[config.mk]
export PLATFORM = sky130hd
export DESIGN_NAME = mesi_line_ctrl
export DESIGN_NICKNAME = d
export VERILOG_FILES = /design/src/rtl/mesi_pkg.sv /design/src/rtl/mesi_line_store.sv /design/src/rtl/mesi_lock.sv /design/src/rtl/mesi_cpu_engine.sv /design/src/rtl/mesi_snoop_engine.sv /design/src/rtl/mesi_line_ctrl.sv
export SDC_FILE = /design/constraint.sdc
export NUM_CORES = 1
export LEC_CHECK = 0
export BUFFER_PORTS_ARGS = -buffer_cell sky130_fd_sc_hd__buf_2
export CAP_MARGIN = 0
export CELL_PAD_IN_SITES_DETAIL_PLACEMENT = 1
export CELL_PAD_IN_SITES_GLOBAL_PLACEMENT = 1
export CORE_UTILIZATION = 49
export CTS_CLUSTER_SIZE = 14
export DETAILED_ROUTE_END_ITERATION = 8
export GPL_TIMING_DRIVEN = 0
export PLACE_DENSITY_LB_ADDON = 0.1
export RECOVER_POWER = 50
export SYNTH_ARGS = -nofsm -noshare
export SYNTH_HDL_FRONTEND = slang
export SYNTH_SLANG_ARGS = --single-unit
[constraint.sdc]
create_clock -name clk -period 9.26 [get_ports clk]
set_input_delay 1.852 -clock clk [delete_from_list [all_inputs] [get_ports clk]]
set_output_delay 1.852 -clock clk [all_outputs]
set_load 0.05 [all_outputs]
[src/rtl/mesi_pkg.sv]
package mesi_pkg;
  typedef enum logic [1:0] {ST_I = 2'd0, ST_S = 2'd1, ST_E = 2'd2, ST_M = 2'd3} line_state_t;
  typedef enum logic [1:0] {OWN_NONE = 2'd0, OWN_CPU = 2'd1, OWN_SNP = 2'd2} lock_owner_t;
  localparam logic [1:0] MK_READ = 2'd0;
  localparam logic [1:0] MK_OWN  = 2'd1;
  localparam logic [1:0] MK_UPGR = 2'd2;
endpackage

[src/rtl/mesi_line_store.sv]
module mesi_line_store #(
  parameter int LINES = 4,
  parameter int DW = 16,
  localparam int AW = (LINES > 1) ? $clog2(LINES) : 1
) (
  input  logic                     clk,
  input  logic                     rst,
  input  logic [AW-1:0]            addr,
  input  logic                     st_we,
  input  mesi_pkg::line_state_t    st_wval,
  output mesi_pkg::line_state_t    st_rval,
  input  logic                     d_we,
  input  logic [DW-1:0]            d_wdata,
  output logic [DW-1:0]            d_rdata
);
  import mesi_pkg::*;
  line_state_t st_q [LINES];
  logic [DW-1:0] word_q [LINES];

  always_ff @(posedge clk) begin
    if (rst) begin
      for (int i = 0; i < LINES; i++) st_q[i] <= ST_I;
    end else if (st_we) begin
      st_q[addr] <= st_wval;
    end
  end
  assign st_rval = st_q[addr];

  // single-port word array with registered read
  always_ff @(posedge clk) begin
    if (d_we) word_q[addr] <= d_wdata;
    d_rdata <= word_q[addr];
  end
endmodule

[src/rtl/mesi_lock.sv]
module mesi_lock #(
  parameter int SNP_HOLD_MAX = 4,
  localparam int CW = $clog2(SNP_HOLD_MAX + 1) + 1
) (
  input  logic clk,
  input  logic rst,
  input  logic req_cpu,
  input  logic req_snp,
  input  logic rel_cpu,
  input  logic rel_snp,
  output logic gnt_cpu,
  output logic gnt_snp
);
  import mesi_pkg::*;
  lock_owner_t owner_q;
  logic [CW-1:0] hold_q;

  always_ff @(posedge clk) begin
    if (rst) begin
      owner_q <= OWN_NONE;
    end else begin
      case (owner_q)
        OWN_NONE: if (req_snp) owner_q <= OWN_SNP;
                  else if (req_cpu) owner_q <= OWN_CPU;
        OWN_CPU:  if (rel_cpu) owner_q <= OWN_NONE;
        OWN_SNP:  if (rel_snp) owner_q <= OWN_NONE;
        default:  owner_q <= OWN_NONE;
      endcase
    end
  end
  assign gnt_cpu = (owner_q == OWN_CPU);
  assign gnt_snp = (owner_q == OWN_SNP);

  always_ff @(posedge clk) begin
    if (rst) hold_q <= '0;
    else if (gnt_snp) hold_q <= hold_q + 1'b1;
    else hold_q <= '0;
  end

  assert_snoop_priority_R10: assert property (@(posedge clk) disable iff (rst)
    (!gnt_cpu && !gnt_snp && req_cpu && req_snp) |=> gnt_snp);
  assert_snoop_hold_bounded_R11: assert property (@(posedge clk) disable iff (rst)
    gnt_snp |-> (hold_q < CW'(SNP_HOLD_MAX)));
endmodule

[src/rtl/mesi_cpu_engine.sv]
module mesi_cpu_engine #(
  parameter int LINES = 4,
  parameter int DW = 16,
  localparam int AW = (LINES > 1) ? $clog2(LINES) : 1
) (
  input  logic                  clk,
  input  logic                  rst,
  input  logic                  req_valid,
  input  logic                  req_write,
  input  logic [AW-1:0]         req_line,
  input  logic [DW-1:0]         req_wdata,
  output logic                  req_ready,
  output logic                  resp_valid,
  output logic [DW-1:0]         resp_rdata,
  output logic                  lock_req,
  input  logic                  lock_gnt,
  output logic                  lock_rel,
  output logic [AW-1:0]         arr_addr,
  input  mesi_pkg::line_state_t st_rval,
  output logic                  st_we,
  output mesi_pkg::line_state_t st_wval,
  output logic                  d_we,
  output logic [DW-1:0]         d_wdata,
  input  logic [DW-1:0]         d_rdata,
  input  logic                  bus_busy,
  output logic                  mreq_valid,
  output logic [1:0]            mreq_kind,
  input  logic                  mresp_valid,
  input  logic [DW-1:0]         mresp_data,
  input  logic                  mresp_excl
);
  import mesi_pkg::*;
  typedef enum logic [2:0] {C_IDLE, C_LOCK, C_RD, C_EVAL, C_MREQ, C_MWAIT} cstate_t;
  cstate_t st_q;
  logic wr_q;
  logic [AW-1:0] line_q;
  logic [DW-1:0] wdata_q;
  logic hit;

  assign req_ready = (st_q == C_IDLE);
  assign lock_req  = (st_q == C_LOCK);
  assign arr_addr  = line_q;
  assign hit = wr_q ? (st_rval == ST_M || st_rval == ST_E) : (st_rval != ST_I);

  always_comb begin
    st_we = 1'b0; st_wval = ST_M; d_we = 1'b0; d_wdata = wdata_q; lock_rel = 1'b0;
    if (st_q == C_EVAL && hit) begin
      lock_rel = 1'b1;
      if (wr_q) begin
        d_we  = 1'b1;
        st_we = (st_rval == ST_E);
      end
    end else if (st_q == C_MWAIT && mresp_valid) begin
      lock_rel = 1'b1;
      d_we  = 1'b1;
      st_we = 1'b1;
      if (!wr_q) begin
        d_wdata = mresp_data;
        st_wval = mresp_excl ? ST_E : ST_S;
      end
    end
  end

  always_ff @(posedge clk) begin
    if (rst) begin
      st_q <= C_IDLE; resp_valid <= 1'b0; mreq_valid <= 1'b0;
      wr_q <= 1'b0; line_q <= '0; wdata_q <= '0; resp_rdata <= '0; mreq_kind <= MK_READ;
    end else begin
      resp_valid <= 1'b0;
      mreq_valid <= 1'b0;
      case (st_q)
        C_IDLE: if (req_valid) begin
          wr_q <= req_write; line_q <= req_line; wdata_q <= req_wdata; st_q <= C_LOCK;
        end
        C_LOCK: if (lock_gnt) st_q <= C_RD;
        C_RD:   st_q <= C_EVAL;
        C_EVAL: if (hit) begin
          resp_valid <= 1'b1;
          resp_rdata <= wr_q ? wdata_q : d_rdata;
          st_q <= C_IDLE;
        end else begin
          mreq_kind <= !wr_q ? MK_READ : ((st_rval == ST_S) ? MK_UPGR : MK_OWN);
          st_q <= C_MREQ;
        end
        C_MREQ: if (!bus_busy) begin
          mreq_valid <= 1'b1; st_q <= C_MWAIT;
        end
        C_MWAIT: if (mresp_valid) begin
          resp_valid <= 1'b1;
          resp_rdata <= wr_q ? wdata_q : mresp_data;
          st_q <= C_IDLE;
        end
        default: st_q <= C_IDLE;
      endcase
    end
  end

  assert_no_req_when_busy_R7: assert property (@(posedge clk) disable iff (rst)
    mreq_valid |-> !$past(bus_busy));
  assert_load_blocks_R12: assert property (@(posedge clk) disable iff (rst)
    resp_valid |-> $past(!req_ready));
endmodule

[src/rtl/mesi_snoop_engine.sv]
module mesi_snoop_engine #(
  parameter int LINES = 4,
  parameter int DW = 16,
  localparam int AW = (LINES > 1) ? $clog2(LINES) : 1
) (
  input  logic                  clk,
  input  logic                  rst,
  input  logic                  req_valid,
  input  logic                  req_inv,
  input  logic [AW-1:0]         req_line,
  output logic                  req_ready,
  output logic                  resp_valid,
  output logic                  resp_dirty,
  output logic [DW-1:0]         resp_data,
  output logic                  lock_req,
  input  logic                  lock_gnt,
  output logic                  lock_rel,
  output logic [AW-1:0]         arr_addr,
  input  mesi_pkg::line_state_t st_rval,
  output logic                  st_we,
  output mesi_pkg::line_state_t st_wval,
  input  logic [DW-1:0]         d_rdata
);
  import mesi_pkg::*;
  typedef enum logic [1:0] {S_IDLE, S_LOCK, S_RD, S_EVAL} sstate_t;
  sstate_t st_q;
  logic inv_q;
  logic [AW-1:0] line_q;

  assign req_ready = (st_q == S_IDLE);
  assign lock_req  = (st_q == S_LOCK);
  assign lock_rel  = (st_q == S_EVAL);
  assign arr_addr  = line_q;
  assign st_wval   = inv_q ? ST_I : ST_S;
  assign st_we     = (st_q == S_EVAL) &&
                     (inv_q ? (st_rval != ST_I) : (st_rval == ST_M || st_rval == ST_E));

  always_ff @(posedge clk) begin
    if (rst) begin
      st_q <= S_IDLE; inv_q <= 1'b0; line_q <= '0;
      resp_valid <= 1'b0; resp_dirty <= 1'b0; resp_data <= '0;
    end else begin
      resp_valid <= 1'b0;
      case (st_q)
        S_IDLE: if (req_valid) begin
          inv_q <= req_inv; line_q <= req_line; st_q <= S_LOCK;
        end
        S_LOCK: if (lock_gnt) st_q <= S_RD;
        S_RD:   st_q <= S_EVAL;
        S_EVAL: begin
          resp_valid <= 1'b1;
          resp_dirty <= (st_rval == ST_M);
          resp_data  <= d_rdata;
          st_q <= S_IDLE;
        end
        default: st_q <= S_IDLE;
      endcase
    end
  end

  assert_snoop_answers_R9: assert property (@(posedge clk) disable iff (rst)
    resp_valid |-> $past(lock_gnt));
endmodule

[src/rtl/mesi_line_ctrl.sv]
module mesi_line_ctrl #(
  parameter int LINES = 4,
  parameter int DW = 16,
  parameter int SNP_HOLD_MAX = 4,
  localparam int AW = (LINES > 1) ? $clog2(LINES) : 1
) (
  input  logic          clk,
  input  logic          rst,
  input  logic          cpu_req_valid,
  input  logic          cpu_req_write,
  input  logic [AW-1:0] cpu_req_line,
  input  logic [DW-1:0] cpu_req_wdata,
  output logic          cpu_req_ready,
  output logic          cpu_resp_valid,
  output logic [DW-1:0] cpu_resp_rdata,
  input  logic          bus_busy,
  output logic          mem_req_valid,
  output logic [1:0]    mem_req_kind,
  output logic [AW-1:0] mem_req_line,
  input  logic          mem_resp_valid,
  input  logic [DW-1:0] mem_resp_data,
  input  logic          mem_resp_excl,
  input  logic          snp_req_valid,
  input  logic          snp_req_inv,
  input  logic [AW-1:0] snp_req_line,
  output logic          snp_req_ready,
  output logic          snp_resp_valid,
  output logic          snp_resp_dirty,
  output logic [DW-1:0] snp_resp_data
);
  import mesi_pkg::*;
  logic gnt_cpu, gnt_snp, lreq_cpu, lreq_snp, lrel_cpu, lrel_snp;
  logic [AW-1:0] addr_cpu, addr_snp, arr_addr;
  logic we_cpu, we_snp, st_we, d_we;
  line_state_t wv_cpu, wv_snp, st_wval, st_rval;
  logic dwe_cpu;
  logic [DW-1:0] dwd_cpu, d_rdata;

  mesi_lock #(.SNP_HOLD_MAX(SNP_HOLD_MAX)) u_lock (
    .clk(clk), .rst(rst), .req_cpu(lreq_cpu), .req_snp(lreq_snp),
    .rel_cpu(lrel_cpu), .rel_snp(lrel_snp), .gnt_cpu(gnt_cpu), .gnt_snp(gnt_snp));

  mesi_cpu_engine #(.LINES(LINES), .DW(DW)) u_cpu (
    .clk(clk), .rst(rst), .req_valid(cpu_req_valid), .req_write(cpu_req_write),
    .req_line(cpu_req_line), .req_wdata(cpu_req_wdata), .req_ready(cpu_req_ready),
    .resp_valid(cpu_resp_valid), .resp_rdata(cpu_resp_rdata),
    .lock_req(lreq_cpu), .lock_gnt(gnt_cpu), .lock_rel(lrel_cpu),
    .arr_addr(addr_cpu), .st_rval(st_rval), .st_we(we_cpu), .st_wval(wv_cpu),
    .d_we(dwe_cpu), .d_wdata(dwd_cpu), .d_rdata(d_rdata), .bus_busy(bus_busy),
    .mreq_valid(mem_req_valid), .mreq_kind(mem_req_kind),
    .mresp_valid(mem_resp_valid), .mresp_data(mem_resp_data), .mresp_excl(mem_resp_excl));
  assign mem_req_line = addr_cpu;

  mesi_snoop_engine #(.LINES(LINES), .DW(DW)) u_snp (
    .clk(clk), .rst(rst), .req_valid(snp_req_valid), .req_inv(snp_req_inv),
    .req_line(snp_req_line), .req_ready(snp_req_ready), .resp_valid(snp_resp_valid),
    .resp_dirty(snp_resp_dirty), .resp_data(snp_resp_data),
    .lock_req(lreq_snp), .lock_gnt(gnt_snp), .lock_rel(lrel_snp),
    .arr_addr(addr_snp), .st_rval(st_rval), .st_we(we_snp), .st_wval(wv_snp),
    .d_rdata(d_rdata));

  // array port follows the lock holder
  assign arr_addr = gnt_snp ? addr_snp : addr_cpu;
  assign st_we    = gnt_snp ? we_snp : (gnt_cpu & we_cpu);
  assign st_wval  = gnt_snp ? wv_snp : wv_cpu;
  assign d_we     = gnt_cpu & dwe_cpu;

  mesi_line_store #(.LINES(LINES), .DW(DW)) u_store (
    .clk(clk), .rst(rst), .addr(arr_addr), .st_we(st_we), .st_wval(st_wval),
    .st_rval(st_rval), .d_we(d_we), .d_wdata(dwd_cpu), .d_rdata(d_rdata));

  assert_write_under_lock_R10: assert property (@(posedge clk) disable iff (rst)
    (we_cpu || dwe_cpu || we_snp) |-> (gnt_cpu || gnt_snp));
  assert_modified_needs_grant_R5: assert property (@(posedge clk) disable iff (rst)
    (st_we && st_wval == ST_M && (st_rval == ST_S || st_rval == ST_I)) |-> mem_resp_valid);
endmodule

Yosys cells after proc, flatten, opt, wreduce, memory -nomap -nowiden
Memory sizes are Yosys's and may differ from the RTL's. A register that Yosys moved wholly into a read port is not among the register bits.
Cells that the tools add are included.
{ "word_totals": {"input_bits": 45, "regBits": 67, "memories": 2, "ram_bits": 72, "word_cells": 116} }
{ "classes": {"n_reduce_logical": 18, "n_eq_ne": 23, "muxes": 54, "bitwise_logic": 4} }
{ "mem_list": {"columns": ["name", "depth", "word_bits", "read_ports", "rd_ports_with_merged_regs", "wr", "line", "text"], "rows": [
  ["u_store.word_q", 4, 16, 1, 1, 1, "mesi_line_store.sv:18", "logic [DW-1:0] word_q [LINES];"],
  ["u_store.st_q", 4, 2, 1, 0, 4, "mesi_line_store.sv:17", "line_state_t st_q [LINES];"]
]} }
{ "op_table": {"columns": ["op", "n"], "rows": [
  ["16-bit 2-to-1 mux", 6],
  ["2-bit 2-to-1 mux", 16],
  ["16-bit one-hot mux with 2 select lines", 1],
  ["1-bit 2-to-1 mux", 22],
  ["3-bit one-hot mux with 6 select lines", 1],
  ["3-bit 2-to-1 mux", 5],
  ["2-bit != test (second input constant)", 6],
  ["2-bit == test (second input constant)", 5],
  ["2-bit one-hot mux with 4 select lines", 1],
  ["2-bit AND reduction", 4],
  ["2-bit by 1-bit == test with 1-bit output (second input constant)", 3],
  ["3-bit by 2-bit == test with 1-bit output (second input constant)", 2],
  ["3-bit == test (second input constant)", 2],
  ["2-bit by 1-bit != test with 1-bit output (second input constant)", 3],
  ["2-bit one-hot mux with 3 select lines", 1],
  ["3-bit AND reduction", 2],
  ["2-bit logical NOT", 2],
  ["4-bit AND reduction", 1],
  ["2-bit nonzero test", 2],
  ["2-bit OR reduction", 2],
  ["3-bit by 1-bit == test with 1-bit output (second input constant)", 1],
  ["1-bit logical AND", 3],
  ["3-bit logical NOT", 1],
  ["3-bit != test (second input constant)", 1],
  ["other kinds (4)", 6]
]} }

Longest topological paths before layout
An unclocked memory read counts as a cell.
{ "logic_depth": {"depth_word": 15, "ltp_mapped": 9, "depth_no_buf": 7} }

By module
Synthesis repeated with hierarchy kept, for this count alone.
{ "unflattened": {"hier_cells": 508, "area_unflattened_um2": 6376.1} }
{ "modules_own_cells": {"columns": ["mod", "cells_each", "seq_area_each_um2", "area_each_um2", "instances"], "rows": [
  ["mesi_line_store", 135, 2482.4, 3081.7, 1],
  ["mesi_cpu_engine", 263, 840.8, 2228.4, 1],
  ["mesi_snoop_engine", 93, 460.4, 907.1, 1],
  ["mesi_lock", 9, 40.0, 95.1, 1],
  ["mesi_line_ctrl", 8, 0.0, 63.8, 1]
]} }

Least setup slack after synthesis
OpenSTA, ideal clock, no wires.
{ "synth_path": {"path_kind": "input-to-reg", "from": "in mem_resp_valid", "to": "mem u_store.word_q[3][0], enable pin", "path_slack_ps": 5531, "path_buffers": 0, "required_time_ps": 8851, "t_arrival_ps": 3320, "setup_time_ps": 409, "cell_stages": 3, "path_cell_list": "nand4_1 -> a21boi_0 -> nor3_1"} }
{ "synth_between": {"elab_chain_len": 6} }
{ "synth_lines": {"columns": ["element", "line", "text"], "rows": [
  ["start: declaration", "mesi_line_ctrl.sv:20", "input logic mem_resp_valid,"],
  ["1-bit logical AND", "mesi_cpu_engine.sv:53", "end else if (st_q == C_MWAIT && mresp_valid) begin"],
  ["1-bit 2-to-1 mux", "mesi_cpu_engine.sv:53", null],
  ["1-bit 2-to-1 mux", "mesi_cpu_engine.sv:47", "if (st_q == C_EVAL && hit) begin"],
  ["1-bit AND", "mesi_line_ctrl.sv:66", "assign d_we = gnt_cpu & dwe_cpu;"],
  ["1-bit 2-to-1 mux", "mesi_line_store.sv:31", "if (d_we) word_q[addr] <= d_wdata;"],
  ["1-bit 2-to-1 mux (implied by the code)", "mesi_line_store.sv:31", null],
  ["end: declaration", "mesi_line_store.sv:18", null]
]} }
Every way passes these cells.

==> summary.md <==
| Metric | Value |
|---|---|
| Status | `completed` |
| Post-DP HPWL | `around 13,000 µm` |
| P per Cell Area | `232 nW/µm²` |
| CP startpoint kind | `flip-flop` |
| Max-slew headroom | `0.342` |
| CP Max Fanout | `10` |
| Maximum vdd ir drop | `0.160 mV` |
| Register bit total from synthesis | `155` |
| Final GP Congestion | `0.829` |
| Layout Utilization | `0.593` |
| Initial antenna violation count | `0` |
| # setup viols final | `0` |
| Fin crit period | `3.81 ns` |
| Vias | `4,765` |
| Area after DPL | `7080 µm²` |
| Final Hold Fails | `0` |
| Final slew viol count | `0` |
| Io pins | `87` |
| Leakage | `2.77 nW` |
| Vias in the first global route | `4,899` |
| P_sw | `0.509 mW` |
| Sw frac | `0.293` |
| Worst EP required | `9.34 ns` |
| RSZ-0062 raised after global routing | `false` |
| Drt wl/cell | `22.5 µm` |
| First-pass GRT wire length | `27,900 µm` |
| Fillers | `roughly 1,400` |
| Synthesized cell area | `6360 µm²` |
| Sequential cell area fraction in the yosys report | `0.601` |
| Critical Path Sink Type | `flip-flop` |
| CTS tree | `yes` |
| Drt via density | `5.79` |
| Reg clk slew, reported paths | `0.06 ns` |
| Setup TNS | `0 ns` |
| Non-Filler Instances | `823` |
| Final #Nets | `687` |
| Worst min-delay path class | `reg2reg` |
| Site Rows | `41` |
| Syn nets | `578` |
| Post-CTS setup buffers | `0` |
| Final Skew | `0.00709 ns` |
| Antenna cell count | `0` |
| Fmax | `263 MHz` |
| Crit path arrival time | `between 3 and 4 ns` |
| H-tree level count | `4` |
| Clock Power Share | `0.376` |
| Tcrit/Tclk final | `0.411` |
| Flop pwr share | `0.451` |
| CTS buffer count | `17` |
| Die Width | `116 µm` |
| Largest net degree at the start of global routing | `17` |
| DRT Pass-1 Iters | `5` |
| Buffers on Ports | `86` |
| Die ar. | `~13,000 µm²` |
| Mapped Cells | `529` |
| Drt drc | `0` |
| Wirelength, routed | `between 15,000 and 20,000 µm` |
| Cts hold-fix bufs | `0` |
| Yosys warning count | `0` |
| Avg Cell Area, Syn | `12.0 µm²` |
| Clk sinks | `155` |
| Antenna-violating nets left | `0` |
| Worst-skew pair later-pin latency | `0.43 ns` |
| Die Height | `about 120 µm` |
| Final Cell Area | `roughly 7500 µm²` |
| Placed insts | `~790` |
| Initial Util | `0.504` |
| CTS max path bufs | `2` |
| Ratio of cells with drive above 1 in the final layout | `0.184` |
| Internal | `1.23 mW` |
| Core Area | `12,600 µm²` |
| Total congestion overflow | `0` |
| Max-cap violations | `0` |
| All-layer global routing usage | `0.295` |
| Root buf cell | `clkbuf_16` |
| Yosys cell types | `43` |
| Most frequent cells in the layout | `dfxtp_1, clkbuf_1, edfxtp_1` |
| Post_cts resized | `0` |
| Area delta synth->final | `17.5%` |
| Drt initial violations | `~330` |
| Commonest non-fill, non-tap cell in the layout | `dfxtp_1` |
| Critical path class | `reg2reg` |
| Combinational power share | `0.173` |
| Least-Margin Pin Slew | `around 0.99 ns` |
## logic make-up (layout without fill, tap and decap cells)
family / count (synthesis) / in the layout / share of synthesized area
AO/OA/AOI/OAI: 118 / 118 / 0.129
adder cells (fa/ha/maj): 4 / 4 / 0.00787
buffers and inverters: 45 / 167 / 0.0319
flip-flops: 155 / 155 / 0.601
multiplexers: 55 / 55 / 0.124
AND/OR/NAND/NOR: 152 / 152 / 0.107
## routing by layer
metal,vias to the layer above,global-route usage,share of wire
li1,2191,-,-
met2,153,0.496,0.51
met4,0,0.135,0.029
met5,-,0,0
met1,2384,0.369,0.42
met3,37,0.0565,0.042
## worst max-delay path: stages, from the launching register on
cell and delay, ns:
dfxtp_1 0.37, nand2b_1 0.16, clkbuf_1 0.47, mux2_1 0.46, clkbuf_1 0.35, a2111oi_0 0.61
o21ai_0 0.21, o311a_4 0.18, clkbuf_1 0.23, o31ai_1 0.42
## metrics by stage
stage,power (mW),setup WS [ns],hold slack (ns)
2_1_floorplan,1.01,5.53,0.432
3_3_place_gp,1.09,4.27,0.444
3_5_place_dp,1.11,5.19,0.456
4_1_cts,1.76,5.61,0.466
5_1_grt,1.80,5.27,0.496
6_report,1.74,5.45,0.466
## power groups by stage
stage	Clock [mW]	Combinational [mW]	Sequential, mW
CTS	0.660	0.317	0.784
floorplan	0	0.196	0.815
global route	0.688	0.326	0.789
finish	0.653	0.300	0.784
detailed placement	0	0.313	0.798
global placement	0	0.298	0.795
## final timing paths
check,from,endpoint,slack (ns),depth (start not counted)
worst max-delay path,u_lock.owner_q[0]$_SDFFE_PP0P_,u_store.st_q[3][1]$_DFFE_PP_,5.45,9
worst min-delay path,u_snp.arr_addr[0]$_SDFFE_PP0P_,u_snp.arr_addr[0]$_SDFFE_PP0P_,0.47,2
worst max register to register,u_lock.owner_q[0]$_SDFFE_PP0P_,u_store.st_q[3][1]$_DFFE_PP_,5.45,9
worst min register to register,u_snp.arr_addr[0]$_SDFFE_PP0P_,u_snp.arr_addr[0]$_SDFFE_PP0P_,0.47,2
## layout make-up
| class | instances | area, µm² | share of cell area |
|---|---|---|---|
| flip-flops and latches | 155 | 3820 | 0.511 |
| multi-input cells | 329 | 2280 | 0.305 |
| clock buffers | 22 | 454 | 0.0607 |
| repair buffers | 90 | 437 | 0.0584 |
| well taps | 172 | 215 | 0.0288 |
| plain buffers | 39 | 151 | 0.0202 |
| clock inverters | 10 | 93.8 | 0.0125 |
| inverters | 6 | 22.5 | 0.00301 |
## state kept, by name, indices dropped and copies added (netlist names), 3 cells and up
signal,flops
u_cpu.resp_rdata,16
u_cpu.st_q,3
u_cpu.wdata_q,16
u_snp.resp_data,16
u_store.d_rdata,16
u_store.st_q,8
u_store.word_q,64
## synth_stat cells, drive strengths merged
cell type	n	area, µm²
mux2	17	195
and2	1	6.26
nor2	29	109
dfxtp	83	1660
nand4	1	6.26
ha	4	50.1
a22oi	1	7.51
mux4	16	360
and3b	1	8.76
a21o	1	15.0
nor4	7	50.1
o21ai	5	25.0
o21bai	1	18.8
and2b	1	7.51
nor3b	1	7.51
nor4b	1	8.76
a21oi	69	357
inv	6	22.5
nand2	68	255
buf	17	97.6
mux2i	22	233
nor2b	4	25.0
a211oi	20	165
o311a	1	21.3
or3	1	6.26
nand2b	2	12.5
nor3	11	55.1
o31ai	2	15.0
clkbuf	22	82.6
a41o	16	160
a2111oi	1	27.5
edfxtp	72	2160
nand3	24	120
a21boi	1	7.51
(Power assumes the default switching activity.)
